### src/rtl/sram_bridge.sv
module sram_bridge #(
  parameter int CLK_NS   = 20,
  parameter int T_ACC_NS = 10,
  parameter int T_WP_NS  = 7,
  parameter int T_SD_NS  = 5,
  parameter int T_OHZ_NS = 5,
  parameter int AW       = 16
) (
  input  logic          clk,
  input  logic          rst_n,
  input  logic          req_valid,
  input  logic          req_write,
  input  logic [AW-1:0] req_addr,
  input  logic [15:0]   req_wdata,
  input  logic [1:0]    req_lanes,
  output logic          req_ready,
  output logic          rsp_valid,
  output logic [15:0]   rsp_rdata,
  output logic          mem_ce_n,
  output logic          mem_we_n,
  output logic          mem_oe_n,
  output logic          mem_ub_n,
  output logic          mem_lb_n,
  output logic [AW-1:0] mem_addr,
  output logic [15:0]   mem_dq_out,
  output logic          mem_dq_oe,
  input  logic [15:0]   mem_dq_in
);

  function automatic int ns2cyc(input int ns);
    int c;
    c = (ns + CLK_NS - 1) / CLK_NS;
    return (c < 1) ? 1 : c;
  endfunction

  localparam int ACC_C = ns2cyc(T_ACC_NS);
  localparam int WP_C  = (ns2cyc(T_WP_NS) > ns2cyc(T_SD_NS)) ? ns2cyc(T_WP_NS) : ns2cyc(T_SD_NS);
  localparam int TA_C  = ns2cyc(T_OHZ_NS);
  localparam int CMAX  = (ACC_C > WP_C) ? ((ACC_C > TA_C) ? ACC_C : TA_C)
                                        : ((WP_C > TA_C) ? WP_C : TA_C);
  localparam int CW    = (CMAX > 1) ? $clog2(CMAX) : 1;

  typedef enum logic [2:0] {S_IDLE, S_TURN, S_WR, S_WEND, S_RD} st_t;

  st_t           st;
  logic [CW-1:0] cnt;
  logic [AW-1:0] addr_q;
  logic [15:0]   wd_q;
  logic [1:0]    lanes_q;
  logic          rd_last;

  wire sel = (st == S_WR) || (st == S_WEND) || (st == S_RD);

  assign req_ready  = (st == S_IDLE);
  assign mem_ce_n   = !sel;
  assign mem_we_n   = (st != S_WR);
  assign mem_oe_n   = (st != S_RD);
  assign mem_lb_n   = !(sel && lanes_q[0]);
  assign mem_ub_n   = !(sel && lanes_q[1]);
  assign mem_addr   = addr_q;
  assign mem_dq_out = wd_q;
  assign mem_dq_oe  = (st == S_WR) || (st == S_WEND);

  always_ff @(posedge clk or negedge rst_n) begin
    if (!rst_n) begin
      st        <= S_IDLE;
      cnt       <= '0;
      addr_q    <= '0;
      wd_q      <= '0;
      lanes_q   <= '0;
      rd_last   <= 1'b0;
      rsp_valid <= 1'b0;
      rsp_rdata <= '0;
    end else begin
      rsp_valid <= 1'b0;
      case (st)
        S_IDLE: if (req_valid) begin
          addr_q  <= req_addr;
          wd_q    <= req_wdata;
          lanes_q <= req_lanes;
          cnt     <= '0;
          st      <= !req_write ? S_RD : (rd_last ? S_TURN : S_WR);
        end
        S_TURN: begin
          cnt <= cnt + 1'b1;
          if (cnt == CW'(TA_C - 1)) begin
            cnt <= '0;
            st  <= S_WR;
          end
        end
        S_WR: begin
          rd_last <= 1'b0;
          cnt     <= cnt + 1'b1;
          if (cnt == CW'(WP_C - 1)) begin
            cnt <= '0;
            st  <= S_WEND;
          end
        end
        S_WEND: st <= S_IDLE;
        S_RD: begin
          cnt <= cnt + 1'b1;
          if (cnt == CW'(ACC_C - 1)) begin
            cnt       <= '0;
            rsp_rdata <= mem_dq_in & {{8{lanes_q[1]}}, {8{lanes_q[0]}}};
            rsp_valid <= 1'b1;
            rd_last   <= 1'b1;
            st        <= S_IDLE;
          end
        end
        default: st <= S_IDLE;
      endcase
    end
  end

endmodule

### config.mk
export PLATFORM = sky130hd
export DESIGN_NAME = sram_bridge
export DESIGN_NICKNAME = d
export VERILOG_FILES = /design/src/rtl/sram_bridge.sv
export SDC_FILE = /design/constraint.sdc
export NUM_CORES = 1
export LEC_CHECK = 0
export CAP_MARGIN = 25
export CORE_MARGIN = 2
export CORE_UTILIZATION = 44
export DETAILED_ROUTE_END_ITERATION = 7
export GPL_ROUTABILITY_DRIVEN = 1
export GPL_TIMING_DRIVEN = 0
export PLACE_DENSITY = 0.85
export SYNTH_ARGS = -nofsm -noshare
export SYNTH_HDL_FRONTEND = slang
export SYNTH_SLANG_ARGS = --single-unit
### constraint.sdc
create_clock -name clk -period 2.4 [get_ports clk]
set_input_delay 0.48 -clock clk [delete_from_list [all_inputs] [get_ports clk]]
set_output_delay 0.48 -clock clk [all_outputs]
set_load 0.02 [all_outputs]
==> run_results.csv, run 1 <==
group,metric,value,unit
worst_setup_path,path_buf_inv,2,
power_and_ir_drop,peakVddDrop,0.000918,V
worst_setup_path,crit_start,"st[1]",
drt,drtPass1Iterations,4,
drt,vias,1683,
placed_design,dp_cells,347,
synthesis,synth_seq_cells,55,
synthesis,yosys-top-cells-area,"dfrtp_1, mux2_4, nand2_1, buf_12, nand3_1",
floorplan,initial_utilization,45.7,%
drt,antenna_left,0,
clock_tree,cts_tree,"yes",
timing,period_minus_slack,2.21,ns
drt,remaining_drc_errors,0,
timing,timing.hold.ws,0.0652,ns
synthesis,synth_most_common_cell,"dfrtp_1",
clock_tree,cts_root_buf,"clkbuf_8",
grt,gr-total-overflow,0,
clock_tree,clk_pin_slew,0.10,ns
placed_design,dpl-instance-area,3530,sq um
timing,slew-limit-headroom,76.1,%
synthesis,syn_area,2340,sq um
power_and_ir_drop,leakage,1.63,nW
worst_setup_path,cp-start-kind,"flip-flop",
power_and_ir_drop,powerDensity,1390,nW/um^2
final_layout,multi_input_area,811,sq um
synthesis,yosys_warnings,0,
final_layout,finish.utilization,71.9,%
synthesis,syn_inst,167,
floorplan,core_area,5110,sq um
drt,vias_per_cell,4.73,
floorplan,die_h,76.9,um
clock_tree,cts.sinks,55,
timing,rsz0062_at_grt,"no",
synthesis,syn-num-nets,221,
synthesis,synthArstFlopShare,100,%
worst_setup_path,crit_type,"reg -> out",
grt,grt_pass1_wl,8960,um
grt,grt_max_degree,42,
worst_setup_path,path_cells,"buf_4 -> and2b_2 -> or2_2 -> nand2_1 -> dlygate4sd2_1",
final_layout,seqCellArea,1380,sq um
floorplan,ios,110,
floorplan,rows,26,
drt,routed_wl,5370,um
status,outcome,"finished, final reports clean",
timing,tightest_slew,0.359,ns
synthesis,synth-edff-count,0,
worst_setup_path,required,1.92,ns
clock_tree,clock_latency,0.31,ns
synthesis,ys_seq_area_share,58.9,%
worst_setup_path,cpPeakStageDelay,0.37,ns
timing,worst_slack,0.186,ns
synthesis,synth_largest_area_cell,"dfrtp_1",
placed_design,place_ws,0.124,ns
floorplan,die_area,5910,sq um
worst_setup_path,r2r_start,"st[1]",
worst_setup_path,cp-end-kind,"primary output",
final_layout,design_area,3670,sq um
floorplan,fp.dieW,76.9,um
final_layout,final_cells,356,
synthesis,ys.flop_type,"dfrtp_1",
timing,hold_viol,0,
hold_path,hold_path.class,"in -> async",
timing,max_freq,452,MHz
grt,grt_use_total,19.4,%
clock_tree,cts_buffers,5,
clock_tree,cts_max_level,2,
synthesis,synth_top_cells_by_count,"dfrtp_1, nand2_1, mux2_4",
timing,setup_viol,0,
final_layout,fin_nets,339,
placed_design,gp_congestion,0.738,
grt,grt_pass1_vias,1865,
timing,maxSlewViolCount,0,
drt,drtIter0Drc,57,
final_layout,area_growth,57.1,%
synthesis,avgSynthCellArea,14.0,sq um
placed_design,port_buffers,109,
worst_setup_path,worst-path-max-fanout,8,
timing,finClkSkew,0.00774,ns
worst_setup_path,cpMaxStageDelayCell,"dfrtp_1",
final_layout,fill_cells,362,
synthesis,yosysUniqueCellTypes,24,
timing,fin_crit_sh,92.3,%
clock_tree,cts.path.max_buffers,2,
final_layout,drive_gt1_share,21.7,%
worst_setup_path,cp_data_arrival_time,1.73,ns
drt,routedWlPerCell,15.1,um
worst_setup_path,cp_top_family,"simple AND/OR/NAND/NOR gates",
grt,antenna_found_initial,0,
placed_design,hpwl,4050,um
final_layout,n_antenna_cell,0,
flow_run,maxCapViolCount,0,
synthesis,synth_top_area_share,58.9,%
-- kinds of logic (layout without fill, tap and decap cells) --
group,after synthesis,count (layout),share of synthesized area [%]
AOI/OAI and AO/OA,5,5,1.45
buffers and inverters,14,133,6.37
DFF,55,55,58.9
muxes,34,34,21.0
and+or+nand+nor,59,59,12.2
-- stage by stage --
| stage | TNS, ns | power [mW] |
|---|---|---|
| 6_report | 0 | 5.10 |
| 5_1_grt | 0 | 5.38 |
| 4_1_cts | 0 | 5.16 |
| 3_5_place_dp | 0 | 4.45 |
| 3_3_place_gp | -41.77 | 4.36 |
| 2_1_floorplan | 0 | 3.19 |
-- report_power, final --
group | switching (mW) | leakage (nW) | internal, mW | total, mW
Clock | 0.300 | 0.0644 | 0.416 | 0.716
Combinational | 1.25 | 0.912 | 1.51 | 2.76
Sequential | 0.245 | 0.656 | 1.38 | 1.63
Total | 1.79 | 1.63 | 3.31 | 5.10
-- layout make-up --
cell class	instances	area share, %
clock buffers	5	1.88
repair buffers	111	30.2
plain buffers	10	3.58
flip-flops and latches	55	37.5
well taps	70	2.39
inverters	4	0.477
clock inverters	3	1.84
multi-input cells	98	22.1
-- placed cells by master, fill, tap and decap left out --
cell type        instances
mux2_4                  29
dfrtp_1                 54
nor2_1                   1
bufinv_16                2
a211oi_1                 1
a311oi_1                 1
nor3_1                   1
or2_2                    1
dlygate4sd2_1            4
clkbuf_8                 5
and2b_2                  1
inv_1                    3
nand2_1                 35
clkinvlp_4               1
buf_2                    3
a31oi_1                  1
buf_12                   5
dfrtp_2                  1
and2_4                   1
nand3_1                 16
o22ai_1                  1
a21oi_1                  1
nor2b_1                  1
inv_4                    1
nor3_4                   1
mux2_2                   5
clkdlybuf4s50_1        104
buf_4                    2
nor3b_4                  1
buf_6                    3
-- state kept, by name (all words and copies together) (netlist names) --
register	cells
mem_dq_out	16
rsp_rdata	16
st	3
rd_last	1
lanes_q	2
mem_addr	16
rsp_valid	1
-- routing by layer --
metal	wire length [um]	track usage [%]	up-vias
li1	-	-	790
met5	0	0	-
met2	2760	34.2	69
met3	295	4.24	11
met4	154	8.36	0
met1	2160	22.7	813
-- path summary, 6_finish.rpt --
check | end | slack [ns] | cells past startpoint
max in group asynchronous | st[2] | 1.79 | 2
hold reg to reg | rsp_rdata[6] | 0.47 | 2
min in group clk | rsp_rdata[6] | 0.47 | 2
hold / removal | rsp_rdata[14] | 0.07 | 1
setup reg to reg | mem_addr[3] | 0.81 | 6
setup / recovery | mem_ub_n | 0.19 | 5
-- timing repair --
| item | CTS | global route |
|---|---|---|
| setup buffers | 1 | 0 |
| setup endpoints to repair | 4 | 0 |
| gates resized for setup | 5 | 0 |
| hold buffers | 0 | 0 |
Note: power is estimated with default switching activity, not from simulation.
==> run 2, diff against run 1 <==
--- a/config.mk
+++ b/config.mk
@@ -6,6 +6,7 @@
 export NUM_CORES = 1
 export LEC_CHECK = 0
 export CAP_MARGIN = 25
+export CORE_ASPECT_RATIO = 0.8
 export CORE_MARGIN = 2
 export CORE_UTILIZATION = 44
 export DETAILED_ROUTE_END_ITERATION = 7
==> run 2 against run 1 <==
Sequential share of layout area hardly changed. Power down 1.8%. Clock power shrank 12%. Clock skew down 0.0034 ns. Setup slack better by 0.023 ns. Cell area barely moved. Highest routed layer unchanged. Worst hold slack gained 0.11 ns. Critical path depth did not move. Register-to-register slack about the same. Non-clock buffer count increased by 3.
==> run_results.csv, run 2 (same netlist as run 1, synthesis figures left out) <==
group,metric,value,unit
drt,antenna_left,0,
placed_design,port_buffers,109,
final_layout,final_cell_mix,"clkdlybuf4s50_1, dfrtp_1, nand2_1",
placed_design,gp_congestion,0.803,
grt,antenna_found_initial,0,
timing,max_freq,456,MHz
floorplan,die_area,5910,sq um
drt,drtPass1Iterations,4,
timing,fin_crit_sh,91.3,%
final_layout,drive_gt1_share,22.5,%
worst_setup_path,worst-path-max-fanout,8,
power_and_ir_drop,p_switching,1.78,mW
timing,period_minus_slack,2.19,ns
power_and_ir_drop,power.internal,3.23,mW
grt,gr-total-overflow,0,
drt,routed_wl,5330,um
clock_tree,cts.path.max_buffers,2,
status,outcome,"finished, final reports clean",
clock_tree,ctsHoldBuffers,0,
timing,worst_slack,0.209,ns
drt,remaining_drc_errors,0,
floorplan,fp.dieW,85.5,um
clock_tree,clock_latency,0.30,ns
worst_setup_path,crit_type,"reg -> out",
drt,routedWlPerCell,15.2,um
power_and_ir_drop,p_comb_share,54.9,%
timing,hold_viol,0,
worst_setup_path,cp-start-kind,"flip-flop",
timing,tightest_slew,0.608,ns
floorplan,initial_utilization,46.1,%
floorplan,rows,23,
floorplan,core_area,5060,sq um
clock_tree,clk_pin_slew,0.09,ns
clock_tree,cts_max_level,2,
floorplan,die_h,69.2,um
grt,grt_pass1_vias,1809,
worst_setup_path,path_buf_inv,2,
drt,vias,1675,
floorplan,ios,110,
final_layout,final_cells,351,
hold_path,hold_path.class,"in -> async",
power_and_ir_drop,sw_frac_of_total,35.5,%
final_layout,n_antenna_cell,0,
power_and_ir_drop,seq_power_share,32.5,%
worst_setup_path,cp_top_family,"simple AND/OR/NAND/NOR gates",
placed_design,dp_cells,339,
final_layout,area_growth,57.0,%
timing,maxSlewViolCount,0,
worst_setup_path,cpPeakStageDelay,0.37,ns
power_and_ir_drop,leakage,1.65,nW
power_and_ir_drop,p_clk_share,12.6,%
timing,setup_viol,0,
grt,grt_use_total,18.6,%
power_and_ir_drop,peakVddDrop,0.000771,V
clock_tree,cts_buffers,5,
grt,grt_pass1_wl,8770,um
worst_setup_path,path_cells,"buf_4 -> nor3b_4 -> or2_2 -> nand2_1 -> dlygate4sd2_1",
worst_setup_path,cp-end-kind,"primary output",
placed_design,place_ws,0.121,ns
worst_setup_path,cpMaxStageDelayCell,"dfrtp_1",
final_layout,fin_nets,342,
clock_tree,cts_root_buf,"clkbuf_8",
flow_run,maxCapViolCount,0,
timing,slew-limit-headroom,59.5,%
power_and_ir_drop,powerDensity,1370,nW/um^2
worst_setup_path,required,1.92,ns
placed_design,hpwl,3960,um
worst_setup_path,cp_data_arrival_time,1.71,ns
timing,rsz0062_at_grt,"no",
clock_tree,cts_tree,"yes",
final_layout,final_common_cell,"clkdlybuf4s50_1",
grt,grt_max_degree,31,
drt,drtIter0Drc,37,
clock_tree,cts.sinks,55,
drt,vias_per_cell,4.77,
timing,finClkSkew,0.00433,ns
power_and_ir_drop,power,5.01,mW
## run 2: cell count changes in the layout (fill, tap and decap cells not counted)
cell | before | now
clkinvlp_4 | 1 | 0
clkinv_2 | 0 | 1
clkbuf_8 | 5 | 6
dlymetal6s2s_1 | 0 | 1
buf_4 | 2 | 5
dlygate4sd2_1 | 4 | 3
bufinv_16 | 2 | 1
## run 2: path summary, 6_finish.rpt
path / from / endpoint / slack (ns) / depth (start not counted)
worst max-delay path: st[1] / mem_ub_n / 0.21 / 5
worst min-delay path: rst_n / rsp_rdata[11] / 0.18 / 1
worst max register to register: st[0] / mem_addr[2] / 0.82 / 6
worst min register to register: rsp_rdata[5] / rsp_rdata[5] / 0.47 / 2
max in group asynchronous: rst_n / mem_dq_out[13] / 1.65 / 2
min in group clk: rsp_rdata[5] / rsp_rdata[5] / 0.47 / 2
## run 2: repair_timing
item,in CTS,in global routing
gates resized for setup,4,1
setup endpoints to repair,4,1
pin swaps,0,1
setup buffers,2,2
## run 2: per-stage QoR
| step | area (sq um) | TNS [ns] | util [%] | hold WS (ns) |
|---|---|---|---|---|
| 2_1_floorplan | 2340 | 0 | - | 0.184 |
| 3_3_place_gp | 3500 | -43.40 | 69.2 | 0.451 |
| 3_5_place_dp | 3520 | 0 | 69.5 | 0.455 |
| 4_1_cts | 3650 | -0.0279 | 72.1 | 0.188 |
| 5_1_grt | 3670 | 0 | 72.4 | 0.204 |
| 6_report | 3670 | 0 | 72.4 | 0.176 |
## run 2: layout make-up
type	instances	area, sq um
multi-input cells	98	811
repair buffers	114	1130
inverters	4	17.5
flip-flops and latches	55	1380
clock inverters	2	35.0
fillers	358	1400
clock buffers	6	82.6
plain buffers	10	131
well taps	62	77.6
## run 2: worst register-to-register path, delay by kind of cell (launching register included)
family	cells	cell delay [ns]
flip-flops	1	0.39
AND/OR/NAND/NOR	2	0.36
buffers and inverters	3	0.42
multiplexers	1	0.31
## run 2: layer usage
metal / GRT usage (%) / share of wire, % / vias to the layer above
li1: - / - / 803
met1: 24.8 / 43 / 795
met2: 30.1 / 47 / 72
met3: 5.60 / 9.1 / 5
met4: 4.23 / 0.73 / 0
met5: 0 / 0 / -
## run 2: power by group through the flow
stage          Clock, mW  Sequential (mW)  Combinational [mW]
4_1_cts            0.647             1.63                2.78
5_1_grt            0.694             1.69                2.91
2_1_floorplan          0             2.14                1.05
3_5_place_dp           0             1.64                2.79
6_report           0.632             1.63                2.75
3_3_place_gp           0             1.62                2.74
